===== config.mk =====
export PLATFORM = sky130hd
export DESIGN_NAME = adc_regstub
export DESIGN_NICKNAME = d
export VERILOG_FILES = /design/src/rtl/adc_stub_pkg.sv /design/src/rtl/adc_ctrl_bank.sv /design/src/rtl/adc_inj_bank.sv /design/src/rtl/adc_sample_gen.sv /design/src/rtl/adc_regstub.sv
export SDC_FILE = /design/constraint.sdc
export NUM_CORES = 1
export LEC_CHECK = 0
export ABC_AREA = 0
export CELL_PAD_IN_SITES_DETAIL_PLACEMENT = 0
export CELL_PAD_IN_SITES_GLOBAL_PLACEMENT = 2
export CORE_ASPECT_RATIO = 0.8
export CORE_UTILIZATION = 43
export DETAILED_ROUTE_END_ITERATION = 8
export PLACE_DENSITY_LB_ADDON = 0.12
export RECOVER_POWER = 25
export SLEW_MARGIN = 25
export SYNTH_ARGS = -nofsm -noshare
export SYNTH_HDL_FRONTEND = slang
export SYNTH_SLANG_ARGS = --single-unit

===== constraint.sdc =====
create_clock -name clk -period 3.9 [get_ports clk]
set_clock_uncertainty 0.2 [all_clocks]
set_input_delay 0.39 -clock clk [delete_from_list [all_inputs] [get_ports clk]]
set_output_delay 0.39 -clock clk [all_outputs]
set_load 0.02 [all_outputs]

===== src/rtl/adc_stub_pkg.sv =====
`timescale 1ns/1ps
package adc_stub_pkg;
  localparam int ADDR_W = 8;
  localparam int DATA_W = 32;
  localparam int IDX_W  = ADDR_W - 2;
  typedef logic [IDX_W-1:0] widx_t;

  localparam int INJ_N = 4;
  localparam int NW    = 20;          // decoded words, 0x00..0x4C

  localparam widx_t IDX_SR    = 6'd0;
  localparam widx_t IDX_CR1   = 6'd1;
  localparam widx_t IDX_CR2   = 6'd2;
  localparam widx_t IDX_JOFR0 = 6'd5;
  localparam widx_t IDX_HTR   = 6'd9;
  localparam widx_t IDX_JDR0  = 6'd15;
  localparam widx_t IDX_DR    = 6'd19;

  localparam int EN_BIT    = 0;
  localparam int ALIGN_BIT = 11;
  localparam int START_BIT = 30;
  localparam int RES_LSB   = 24;

  localparam logic [DATA_W-1:0] SR_WMASK  = 32'h0000_003F;
  localparam logic [DATA_W-1:0] CR2_RMASK = 32'h0FFF_FFFF;
  localparam logic [DATA_W-1:0] HTR_RST   = 32'h0000_0FFF;

  localparam int SMP_W = 12;          // widest resolution
  localparam int OFS_W = 12;
  localparam int OUT_W = 16;

  function automatic logic [SMP_W-1:0] res_mask(input logic [1:0] code);
    case (code)
      2'd0:    return 12'hFFF;
      2'd1:    return 12'h3FF;
      2'd2:    return 12'h0FF;
      default: return 12'h03F;
    endcase
  endfunction

  // words that simply store a full write
  function automatic bit is_plain(input int i);
    return (i == 1) || (i == 3) || (i == 4) || ((i >= 9) && (i <= 14));
  endfunction
endpackage


===== src/rtl/adc_ctrl_bank.sv =====
`timescale 1ns/1ps
module adc_ctrl_bank
  import adc_stub_pkg::*;
(
  input  logic              clk,
  input  logic              rst_n,
  input  logic              wr_en,
  input  widx_t             wr_idx,
  input  logic [DATA_W-1:0] wr_data,
  input  logic              start_clr,
  output logic [DATA_W-1:0] word_q [NW]
);
  for (genvar i = 0; i < NW; i++) begin : g_word
    localparam widx_t ME = widx_t'(i);
    if (i == int'(IDX_SR)) begin : g_sr
      logic [DATA_W-1:0] q;
      always_ff @(posedge clk or negedge rst_n) begin
        if (!rst_n)                        q <= '0;
        else if (wr_en && wr_idx == ME)    q <= q & (wr_data & SR_WMASK);
      end
      assign word_q[i] = q;
    end else if (i == int'(IDX_CR2)) begin : g_cr2
      logic [DATA_W-1:0] q;
      always_ff @(posedge clk or negedge rst_n) begin
        if (!rst_n)                        q <= '0;
        else if (wr_en && wr_idx == ME)    q <= wr_data;   // write wins
        else if (start_clr)                q[START_BIT] <= 1'b0;
      end
      assign word_q[i] = q;
    end else if (is_plain(i)) begin : g_plain
      localparam logic [DATA_W-1:0] RST = (i == int'(IDX_HTR)) ? HTR_RST : '0;
      logic [DATA_W-1:0] q;
      always_ff @(posedge clk or negedge rst_n) begin
        if (!rst_n)                        q <= RST;
        else if (wr_en && wr_idx == ME)    q <= wr_data;
      end
      assign word_q[i] = q;
    end else begin : g_none
      assign word_q[i] = '0;
    end
  end
endmodule


===== src/rtl/adc_inj_bank.sv =====
`timescale 1ns/1ps
module adc_inj_bank
  import adc_stub_pkg::*;
(
  input  logic              clk,
  input  logic              rst_n,
  input  logic              wr_en,
  input  widx_t             wr_idx,
  input  logic [DATA_W-1:0] wr_data,
  output logic [DATA_W-1:0] ofs_rd [INJ_N],
  output logic [DATA_W-1:0] diff_rd [INJ_N]
);
  for (genvar k = 0; k < INJ_N; k++) begin : g_ch
    localparam widx_t OFS_IDX = widx_t'(int'(IDX_JOFR0) + k);
    localparam widx_t DAT_IDX = widx_t'(int'(IDX_JDR0) + k);
    logic [OFS_W-1:0]  ofs_q;
    logic [DATA_W-1:0] dat_q;
    always_ff @(posedge clk or negedge rst_n) begin
      if (!rst_n) begin
        ofs_q <= '0;
        dat_q <= '0;
      end else if (wr_en) begin
        if (wr_idx == OFS_IDX) ofs_q <= wr_data[OFS_W-1:0];
        if (wr_idx == DAT_IDX) dat_q <= wr_data;
      end
    end
    assign ofs_rd[k]  = {{(DATA_W-OFS_W){1'b0}}, ofs_q};
    assign diff_rd[k] = dat_q - ofs_rd[k];
  end
endmodule


===== src/rtl/adc_sample_gen.sv =====
`timescale 1ns/1ps
module adc_sample_gen
  import adc_stub_pkg::*;
#(
  parameter int STEP = 7
) (
  input  logic             clk,
  input  logic             rst_n,
  input  logic             fire,
  input  logic [1:0]       res,
  input  logic             align,
  output logic [OUT_W-1:0] sample
);
  logic [SMP_W-1:0] cnt_q, nxt;

  assign nxt = (cnt_q + SMP_W'(STEP)) & res_mask(res);

  always_ff @(posedge clk or negedge rst_n) begin
    if (!rst_n)    cnt_q <= '0;
    else if (fire) cnt_q <= nxt;
  end

  always_comb begin
    if (align) sample = {{(OUT_W-SMP_W-1){1'b0}}, nxt, 1'b0} & 16'hFFF0;
    else       sample = {{(OUT_W-SMP_W){1'b0}}, nxt};
  end
endmodule


===== src/rtl/adc_regstub.sv =====
`timescale 1ns/1ps
module adc_regstub
  import adc_stub_pkg::*;
#(
  parameter int STEP = 7
) (
  input  logic              clk,
  input  logic              rst_n,
  input  logic [ADDR_W-1:0] addr,
  input  logic              wr_en,
  input  logic [DATA_W-1:0] wr_data,
  input  logic              rd_en,
  output logic [DATA_W-1:0] rd_data,
  output logic              irq
);
  widx_t             idx;
  logic              word_ok, wr_ok, fire;
  logic [DATA_W-1:0] word_q  [NW];
  logic [DATA_W-1:0] ofs_rd  [INJ_N];
  logic [DATA_W-1:0] diff_rd [INJ_N];
  logic [OUT_W-1:0]  sample;
  logic [DATA_W-1:0] cr1, cr2, rd_word;

  assign idx     = addr[ADDR_W-1:2];
  assign word_ok = (addr[1:0] == 2'b00);
  assign wr_ok   = wr_en && word_ok;
  assign cr1     = word_q[IDX_CR1];
  assign cr2     = word_q[IDX_CR2];
  assign fire    = rd_en && word_ok && (idx == IDX_DR) && cr2[EN_BIT] && cr2[START_BIT];
  assign irq     = 1'b0;

  adc_ctrl_bank u_ctrl (
    .clk(clk), .rst_n(rst_n), .wr_en(wr_ok), .wr_idx(idx),
    .wr_data(wr_data), .start_clr(fire), .word_q(word_q)
  );

  adc_inj_bank u_inj (
    .clk(clk), .rst_n(rst_n), .wr_en(wr_ok), .wr_idx(idx),
    .wr_data(wr_data), .ofs_rd(ofs_rd), .diff_rd(diff_rd)
  );

  adc_sample_gen #(.STEP(STEP)) u_gen (
    .clk(clk), .rst_n(rst_n), .fire(fire),
    .res(cr1[RES_LSB+1:RES_LSB]), .align(cr2[ALIGN_BIT]), .sample(sample)
  );

  always_comb begin
    rd_word = '0;
    if (word_ok && idx < widx_t'(NW)) begin
      rd_word = word_q[idx];
      if (idx == IDX_CR2) rd_word = cr2 & CR2_RMASK;
      if (idx == IDX_DR)  rd_word = fire ? {{(DATA_W-OUT_W){1'b0}}, sample} : '0;
      for (int k = 0; k < INJ_N; k++) begin
        if (idx == widx_t'(int'(IDX_JOFR0) + k)) rd_word = ofs_rd[k];
        if (idx == widx_t'(int'(IDX_JDR0) + k))  rd_word = diff_rd[k];
      end
    end
  end

  always_ff @(posedge clk or negedge rst_n) begin
    if (!rst_n)     rd_data <= '0;
    else if (rd_en) rd_data <= rd_word;
  end
endmodule


==> run summary <==
Die Ht = 234.2 µm
Post-Place Cells = 3456
Sequential fraction of the synthesis area = 47.20%
Lkg Pwr = 15.60 nW
Avg WL per Cell = 26.77 µm
Core area = 66210 µm²
Synthesized area = 28980 µm²
Min-Delay Path Class = register to register
Main synth FF type = dfrtp_1
Met3 wire length = 4588 µm
Routed Antenna Nets = 0
Crit-path leading delay family = compound AO/OA/AOI/OAI gates
Cell count after synthesis = 2584
Setup CP Type = register to register
Worst VDD drop = 0.0003156 V
Final setup vio count = 0
Final Net Count = 2755
Crit share post-route = 90.38%
Final-report max-slew violation count = 79
Fin cells = 3564
Drt pass-1 iters = 6
CTS root buf = clkbuf_16
Largest net degree at the start of global routing = 86
CTS buffer count = 58
Worst-Margin Slew = 2803 ps
CTS Sinks = 546
Dpl hpwl = 66190 µm
Critical path's largest stage delay = 480 ps
PortBufs = 75
Synthesis-to-finish area growth = 14.52%
CP max stage cell = a221oi_1
H-tree depth = 2
Synth unique cells = 77
Max Cap Viol = 1
Drt drc = 0
Grt ovf = 0
Top Layer Used = met5
WP data required = 4220 ps
Clock Latency Late Sink = 640 ps
Avg Inst Size Synth = 11.22 µm²
Share of cells above drive strength 1 = 29.49%
Vias in the first global route = 21910
Starting Density = 43.77%
Failing checks = max-capacitance violations, max-slew violations
Clock slew at reported path FFs = 60 ps
WHS = 285.3 ps
Rows = 84
Via Count = 21590
CP Data Arrival Time = 3840 ps
Total GRT Usage = 28.19%
CP Launch Type = register
CP Max Fanout = 5
I/O pin total = 77
First-pass GRT wire length = 144400 µm
Routability cong. = 0.9244
Fillers = 5965
Unrepaired setup endpoints after global routing = false
Iter 0 DRT Violations = 1857
Die ar. = 68440 µm²
CTS Buffer Depth = 3
Synth Warn # = 0
Vias per inst = 6.058
CTS tree = done
Initial antenna violation count = 1
Routed wire length = 95420 µm
Status = finished, violations left
Highest Clock Rate = 0.2837 GHz
Final Hold Viols = 0
Synthesized Nets = 2682
EDFF count, synth = 0
Synth Register Bits = 546
Async set-or-reset flop fraction in the synthesized netlist = 100.0%
PwrDens = 432.3 nW/µm²
Min Tclk post-route = 3525 ps
Chip width = 292.3 µm
Fin Setup TNS = 0 ps
M1 WL = 45750 µm
CP Buf/Inv Count = 3
Slew margin rel. = -86.83%
Ordered cell list for the critical path = inv_1 -> ha_1 -> nor2b_1 -> o31a_1 -> o211ai_1 -> buf_4 -> nand3_1 -> xnor2_1 -> a221oi_1 -> buf_4 -> o211ai_1 -> a22o_1
DR WL met2 = 43360 µm
CP endpoint kind = register
-- area by class of cell --
| cell class | count | area [µm²] | area share, % |
|---|---|---|---|
| Inverter | 67 | 251.5 | 0.7578 |
| Timing Repair Buffer | 194 | 1839 | 5.542 |
| Multi-Input combinational cell | 1790 | 14420 | 43.45 |
| Clock buffer | 93 | 1733 | 5.222 |
| Tap cell | 860 | 1076 | 3.242 |
| Antenna cell | 1 | 2.502 | 0.007540 |
| Sequential cell | 546 | 13680 | 41.22 |
| Clock inverter | 13 | 187.7 | 0.5655 |
-- final timing paths --
path	startpoint	endpoint	slack, ps	cells after the start
max	u_inj.g_ch[0].ofs_q[2]	rd_data[26]	380	12
min	u_ctrl.g_word[4].g_plain.q[30]	u_ctrl.g_word[4].g_plain.q[30]	290	2
max reg2reg	u_inj.g_ch[0].ofs_q[2]	rd_data[26]	380	12
min reg2reg	u_ctrl.g_word[4].g_plain.q[30]	u_ctrl.g_word[4].g_plain.q[30]	290	2
max in group asynchronous	rst_n	u_ctrl.g_word[13].g_plain.q[5]	740	3
min in group asynchronous	rst_n	u_ctrl.g_word[11].g_plain.q[5]	940	2
-- placed cells by master (no fill, tap or decap), types with 12 or more instances in the layout --
cell             netlist  routed
buf_12                 0      17
nor2b_1               30      28
o21ai_0              108     108
buf_4                  1     101
clkbuf_1             120      21
o221ai_1              16      16
inv_1                 67      67
clkbuf_16              0      58
a221oi_1              44      44
a211oi_1              33      32
nand2b_1              19      19
nor2_1               149     147
nand3_1               31      31
ha_1                  50      50
mux2i_1               42      42
o211ai_1              22      22
or3_1                 19      19
mux2_2               531     531
o21a_1                21      21
nand2_1              133     123
xnor2_1               52      52
clkbuf_8               0      15
clkdlybuf4s50_1        0      70
dfstp_2               12      12
a31oi_1               14      14
a21oi_1               95      94
nor4_1                22      21
nor3_1                55      53
xor2_1                54      54
a22oi_1               47      47
dfrtp_1              534     534
o22ai_1               13      13
o31ai_1               14      14
-- synthesized netlist by cell type, types with 19 or more instances --
cell type  instances  area share [%]
dfrtp_1          534              46
mux2_2           531              21
nor2_1           149             1.9
nand2_1          133             1.7
clkbuf_1         120             1.6
o21ai_0          108             1.9
a21oi_1           95             1.6
inv_1             67            0.87
nor3_1            55            0.95
xor2_1            54             1.6
xnor2_1           52             1.6
ha_1              50             2.2
a22oi_1           47             1.2
a221oi_1          44             1.3
mux2i_1           42             1.5
buf_1             41            0.53
a211oi_1          33            0.85
nand3_1           31            0.54
nor2b_1           30            0.65
nor4_1            22            0.47
o211ai_1          22            0.57
o21a_1            21            0.54
buf_2             19            0.33
nand2b_1          19            0.41
or3_1             19            0.41
-- report_power, final --
group	switching, mW	total, mW	internal [mW]	leakage, nW
clock	2.38	5.62	3.23	0.941
sequential	0.174	6.09	5.92	7.48
combinational	1.57	2.64	1.07	7.17
-- sequential cells by signal, summed over array words and instances, names as in the netlist --
register	count
rd_data	32
u_ctrl.g_word.g_sr.q	6
u_inj.g_ch.dat_q	128
u_inj.g_ch.ofs_q	48
u_ctrl.g_word.g_cr2.q	32
u_gen.cnt_q	12
u_ctrl.g_word.g_plain.q	288
-- cell families after synthesis --
group	after synthesis	share of synthesized area, %
simple gates	514	8.488
fa+ha+maj	54	2.435
buf+inv	248	3.307
flops	546	47.20
other cells	1	0.01294
xor+xnor	106	3.204
compound gates	536	12.81
mux	579	22.55
-- repair_timing --
action	in CTS	in global routing
endpoints found under the hold margin	69	0
resized for setup	0	1
setup endpoints to repair	0	1
setup buffers	0	0
hold buffers	1	0
-- per-layer routing --
| layer | up-vias | global-route usage [%] |
|---|---|---|
| met3 | 119 | 3.317 |
| li1 | 9690 | - |
| met4 | 2 | 6.054 |
| met1 | 11220 | 41.36 |
| met2 | 556 | 44.77 |
| met5 | - | 0 |
-- tightest hold or removal path: stages (launching register included) --
cell,delay [ps]
dfrtp_1,350
nand2_1,50
o21ai_0,60
-- per-stage QoR --
step | power (mW) | cell area [µm²] | utilization (%) | setup slack, ps
final | 14.35 | 33190 | 50.12 | 375.1
after global routing | 14.97 | 33180 | 50.12 | 188.5
after CTS | 14.45 | 33190 | 50.13 | 293.7
after detailed placement | 8.787 | 31260 | 47.22 | 164.4
after global placement | 8.757 | 31250 | 47.20 | 257.8
after floorplan | 7.846 | 28980 | - | 739.1
Power figures use the tool's default switching activity.
